==> src/rtl/dac_fe_pkg.sv <==
package dac_fe_pkg;

    localparam int CODE_W   = 12;
    localparam int BUS_W    = 16;
    localparam int COARSE_W = 8;
    localparam int HW_SRC_N = 7;
    localparam int SEL_W    = 3;

    typedef enum logic [1:0] {
        LOAD_NONE,
        LOAD_RIGHT,
        LOAD_LEFT,
        LOAD_COARSE
    } load_view_e;

    typedef struct packed {
        logic             trig_en;
        logic [SEL_W-1:0] trig_sel;
        logic             buf_off;
    } dac_ctl_t;

    localparam dac_ctl_t CTL_RESET = '{trig_en: 1'b0, trig_sel: '0, buf_off: 1'b0};

    // Fixed priority among simultaneous strobes: right, then left, then coarse.
    function automatic load_view_e pick_view(input logic r12, input logic l12, input logic r8);
        if (r12)
            return LOAD_RIGHT;
        else if (l12)
            return LOAD_LEFT;
        else if (r8)
            return LOAD_COARSE;
        return LOAD_NONE;
    endfunction

endpackage

==> src/rtl/dac_hold_reg.sv <==
module dac_hold_reg
    import dac_fe_pkg::*;
#(
    parameter int DATA_W   = CODE_W,
    parameter int WBUS_W   = BUS_W,
    parameter int NARROW_W = COARSE_W
) (
    input  logic              clk,
    input  logic              rst,
    input  logic              wr_r12,
    input  logic              wr_l12,
    input  logic              wr_r8,
    input  logic [WBUS_W-1:0] wr_data,
    output logic [DATA_W-1:0] hold_o
);
    localparam int PAD_W = DATA_W - NARROW_W;

    load_view_e        view;
    logic [DATA_W-1:0] right_val;
    logic [DATA_W-1:0] left_val;
    logic [DATA_W-1:0] coarse_val;
    logic [DATA_W-1:0] hold_q;

    assign view       = pick_view(wr_r12, wr_l12, wr_r8);
    assign right_val  = wr_data[DATA_W-1:0];
    assign left_val   = wr_data[WBUS_W-1:WBUS_W-DATA_W];
    assign coarse_val = {wr_data[NARROW_W-1:0], {PAD_W{1'b0}}};

    always_ff @(posedge clk) begin
        if (rst) begin
            hold_q <= '0;
        end else begin
            unique case (view)
                LOAD_RIGHT:  hold_q <= right_val;
                LOAD_LEFT:   hold_q <= left_val;
                LOAD_COARSE: hold_q <= coarse_val;
                default:     hold_q <= hold_q;
            endcase
        end
    end

    assign hold_o = hold_q;
endmodule

==> src/rtl/dac_trig_unit.sv <==
module dac_trig_unit
    import dac_fe_pkg::*;
#(
    parameter int N_HW  = HW_SRC_N,
    parameter int SEL_B = SEL_W
) (
    input  logic             clk,
    input  logic             rst,
    input  logic             trig_en,
    input  logic [SEL_B-1:0] trig_sel,
    input  logic [N_HW-1:0]  hw_trig,
    input  logic             sw_set,
    output logic             sw_bit_o,
    output logic             xfer_o
);
    localparam int N_SRC   = 1 << SEL_B;
    localparam int SW_CODE = N_SRC - 1;

    logic [N_HW-1:0]  hw_prev;
    logic [N_HW-1:0]  hw_rise;
    logic [N_SRC-1:0] src_vec;
    logic             sw_q;

    always_ff @(posedge clk) begin
        if (rst) begin
            hw_prev <= '0;
            sw_q    <= 1'b0;
        end else begin
            hw_prev <= hw_trig;
            // A set request wins; otherwise the bit lasts exactly one cycle.
            sw_q    <= sw_set;
        end
    end

    assign hw_rise = hw_trig & ~hw_prev;

    for (genvar i = 0; i < N_SRC; i++) begin : g_src
        if (i == SW_CODE) begin : g_sw
            assign src_vec[i] = sw_q;
        end else if (i < N_HW) begin : g_hw
            assign src_vec[i] = hw_rise[i];
        end else begin : g_none
            assign src_vec[i] = 1'b0;
        end
    end

    assign xfer_o   = trig_en & src_vec[trig_sel];
    assign sw_bit_o = sw_q;
endmodule

==> src/rtl/dac_hold_xfer.sv <==
module dac_hold_xfer
    import dac_fe_pkg::*;
#(
    parameter int DATA_W   = CODE_W,
    parameter int WBUS_W   = BUS_W,
    parameter int NARROW_W = COARSE_W,
    parameter int N_HW     = HW_SRC_N
) (
    input  logic              clk,
    input  logic              rst,
    input  logic              wr_r12,
    input  logic              wr_l12,
    input  logic              wr_r8,
    input  logic [WBUS_W-1:0] wr_data,
    input  logic              ctl_we,
    input  logic              ctl_trig_en,
    input  logic [SEL_W-1:0]  ctl_trig_sel,
    input  logic              ctl_buf_off,
    input  logic              sw_trig_set,
    input  logic [N_HW-1:0]   hw_trig,
    output logic [DATA_W-1:0] dout,
    output logic              buf_en,
    output logic              sw_trig_bit
);
    dac_ctl_t          ctl_q;
    logic [DATA_W-1:0] hold_q;
    logic [DATA_W-1:0] dout_q;
    logic              xfer;

    always_ff @(posedge clk) begin
        if (rst) begin
            ctl_q <= CTL_RESET;
        end else if (ctl_we) begin
            ctl_q <= '{trig_en: ctl_trig_en, trig_sel: ctl_trig_sel, buf_off: ctl_buf_off};
        end
    end

    dac_hold_reg #(
        .DATA_W  (DATA_W),
        .WBUS_W  (WBUS_W),
        .NARROW_W(NARROW_W)
    ) u_hold (
        .clk    (clk),
        .rst    (rst),
        .wr_r12 (wr_r12),
        .wr_l12 (wr_l12),
        .wr_r8  (wr_r8),
        .wr_data(wr_data),
        .hold_o (hold_q)
    );

    dac_trig_unit #(
        .N_HW (N_HW),
        .SEL_B(SEL_W)
    ) u_trig (
        .clk     (clk),
        .rst     (rst),
        .trig_en (ctl_q.trig_en),
        .trig_sel(ctl_q.trig_sel),
        .hw_trig (hw_trig),
        .sw_set  (sw_trig_set),
        .sw_bit_o(sw_trig_bit),
        .xfer_o  (xfer)
    );

    always_ff @(posedge clk) begin
        if (rst) begin
            dout_q <= '0;
        end else if (!ctl_q.trig_en || xfer) begin
            dout_q <= hold_q;
        end
    end

    assign dout   = dout_q;
    assign buf_en = ~ctl_q.buf_off;
endmodule

==> config.mk <==
export PLATFORM = sky130hd
export DESIGN_NAME = dac_hold_xfer
export DESIGN_NICKNAME = d
export VERILOG_FILES = /design/src/rtl/dac_fe_pkg.sv /design/src/rtl/dac_hold_reg.sv /design/src/rtl/dac_trig_unit.sv /design/src/rtl/dac_hold_xfer.sv
export SDC_FILE = /design/constraint.sdc
export NUM_CORES = 1
export LEC_CHECK = 0
export CORE_ASPECT_RATIO = 0.5
export CORE_MARGIN = 8
export CORE_UTILIZATION = 40
export CTS_CLUSTER_DIAMETER = 100
export CTS_CLUSTER_SIZE = 25
export DETAILED_ROUTE_END_ITERATION = 7
export PLACE_DENSITY_LB_ADDON = 0.25
export SLEW_MARGIN = 40
export SYNTH_ARGS = -nofsm -noshare
export SYNTH_HDL_FRONTEND = slang
export SYNTH_SLANG_ARGS = --single-unit
export TNS_END_PERCENT = 100
==> constraint.sdc <==
create_clock -name clk -period 3.8 [get_ports clk]
set_input_delay 0.76 -clock clk [delete_from_list [all_inputs] [get_ports clk]]
set_output_delay 0.76 -clock clk [all_outputs]
set_load 0.05 [all_outputs]
==> flow_summary.ini <==
[sta]
setup_violations = 0
max_slew_margin_pct = 48.9
timing.final.crit_share_pct = 62.3
fin_tns_setup_ns = 0
fin_crit_ns = 2.37
drv_slew = 0
hold_violations = 0
fmax_ghz = 0.422
finalClockSkew_ns = 0.00458
rsz0062_at_grt = false
worstMarginPinSlew_ns = 0.764

[detailed_routing]
dr.pass1.iters = 4
drt_wl_total_um = 3630
drc = 0
vias_per_cell = 4.87
drt-initial-drc-count = 37
wire_per_inst_um = 12.7
drtAntennaViolNets = 0
vias = 1388

[power_and_ir_drop]
finalPower_w = 0.000859
leakagePower_nw = 0.918
ir_drop_mv = 0.146
p_per_area_nw_per_um2 = 384

[global_route]
grt_start_max_net_pins = 38
antenna_found_initial = 0
track_usage_pct = 11.8
grt_pass1_wl_um = 6180
grt_overflow = 0
grt_pass1_vias = 1387

[synth]
ys_ff_latch = 37
synth.net_count = 223
synth_cell_types = 25
synthCells = 188
syn_avg_cell_area_um2 = 8.78
yosysSeqAreaShare_pct = 44.9
ys.warnings.count = 0
syn-cell-area_um2 = 1650

[clock_network]
cts_num_sinks = 37
cts_setup_buffers = 0
root_buffer = clkbuf_8
clockBufferDepth = 2
h-tree-depth = 2
clkSlewWorstSetupHoldPaths_ns = 0.06
cts_hold_buf = 0
cts_tree = yes
clk_latency_ns = 0.28
cts_resized = 0
numCtsBuffers = 5

[placement]
globalplace.congestion = 0.747
dp_hpwl_um = 2710
port-buffer-count = 48

[worst_setup_path]
crit_fanout = 12
crit_arrival_ns = 2.57
worst_r2r_startpoint = ctl_q[1]$_SDFFE_PP0P_
critPathLaunchType = primary input
path_class = primary input to flip-flop
worstSetupStartpoint = hw_trig[6]
cp.required_ns = 4.01
endpoint_kind = flip-flop

[floorplan]
die_y_um = 61.4
rows = 16
core-area_um2 = 3920
die_area_um2 = 6560
start_util_pct = 42.1
die_w_um = 107
ios = 49

[finish]
n_fill_cell = 369
final_common_cell = clkdlybuf4s50_1
layout-drive-gt1-share_pct = 5.63
n_antenna_cell = 0
layout_common_cells = clkdlybuf4s50_1 (47), dfxtp_1 (37), nor2_1 (27), nand2b_1 (24)
fin_nets = 266
area_growth_syn_to_layout_pct = 35.6

[job]
maxCapViolCount = 0

[min_path]
hold_path_class = flip-flop to flip-flop
min_from = dout[5]$_SDFFE_PP0P_

[outcome]
status = finished, final reports clean
-- logic make-up (layout without fill, tap and decap cells) --
kind of cell | count (synthesis) | count (layout) | share of synthesized area, %
flops | 37 | 37 | 44.9
buf+inv | 26 | 69 | 6.37
simple gates | 74 | 74 | 24.6
compound gates | 34 | 34 | 13.9
mux | 17 | 17 | 10.3
-- synth_stat cells (all sizes together) --
library cell   n  area share, %
dfxtp         37             45
nor2          27            6.1
nand2b        24            9.1
a21oi         17            5.2
mux2i         17             10
clkbuf        14            3.2
inv           11            2.5
nor2b          6            2.3
nor3b          5            2.3
a2111oi        4            2.1
a211oi         4            1.8
a221oi         4            2.1
nor3           4            1.2
and2b          2            1.1
nand2          2           0.46
a311oi         1           0.91
buf            1           0.68
nand4b         1           0.53
o21ai          1           0.30
o22ai          1           0.38
o311ai         1           0.53
o32ai          1           0.53
or3            1           0.38
or3b           1           0.53
or4b           1           0.61
-- flip-flops by register name, summed over array words and instances, names as in the netlist --
name,flops
u_trig.hw_prev,7
ctl_q,5
u_hold.hold_o,12
dout,12
u_trig.sw_bit_o,1
-- critical path, stage by stage --
cell	delay [ns]
clkdlybuf4s50_1	0.45
inv_1	0.05
o311ai_0	0.31
o21ai_0	0.19
a311oi_2	0.31
buf_4	0.29
mux2i_1	0.21
-- cell type report --
type / count / area [µm²] / share of cell area, %
inverter: 11 / 41.3 / 1.84
tap: 54 / 67.6 / 3.02
multi-input combinational: 125 / 805 / 35.9
sequential: 37 / 741 / 33.1
clock buffer: 7 / 86.3 / 3.86
timing repair buffer: 51 / 498 / 22.2
-- report_power, final --
group	internal, W	switching (W)	leakage (nW)
logic	0.0000821	0.0000861	0.568
clock network	0.000144	0.000121	0.0443
registers	0.000413	0.0000136	0.306
total	0.000639	0.000220	0.918
-- per-layer routing --
metal	track usage, %	wire length [µm]
met1	13.8	1720
met2	19.4	1650
met3	4.49	226
met4	4.75	27
met5	0	0
-- stage by stage --
step	cell area [µm²]	setup slack, ns	utilization (%)	std cells	hold WS [ns]
after floorplan	1650	1.71	-	188	0.447
after global placement	2160	1.19	55.0	278	0.459
after detailed placement	2150	1.14	54.8	278	0.460
after CTS	2240	1.42	57.0	285	0.478
after global routing	2240	1.30	57.0	285	0.484
final	2240	1.43	57.0	285	0.474
-- final timing paths --
path                     endpoint  slack, ns  cells past startpoint
min          dout[5]$_SDFFE_PP0P_       0.47                      2
max reg2reg  dout[8]$_SDFFE_PP0P_       1.98                      6
max          dout[8]$_SDFFE_PP0P_       1.43                      7
min reg2reg  dout[5]$_SDFFE_PP0P_       0.47                      2
Note: power is estimated with default switching activity, not from simulation.
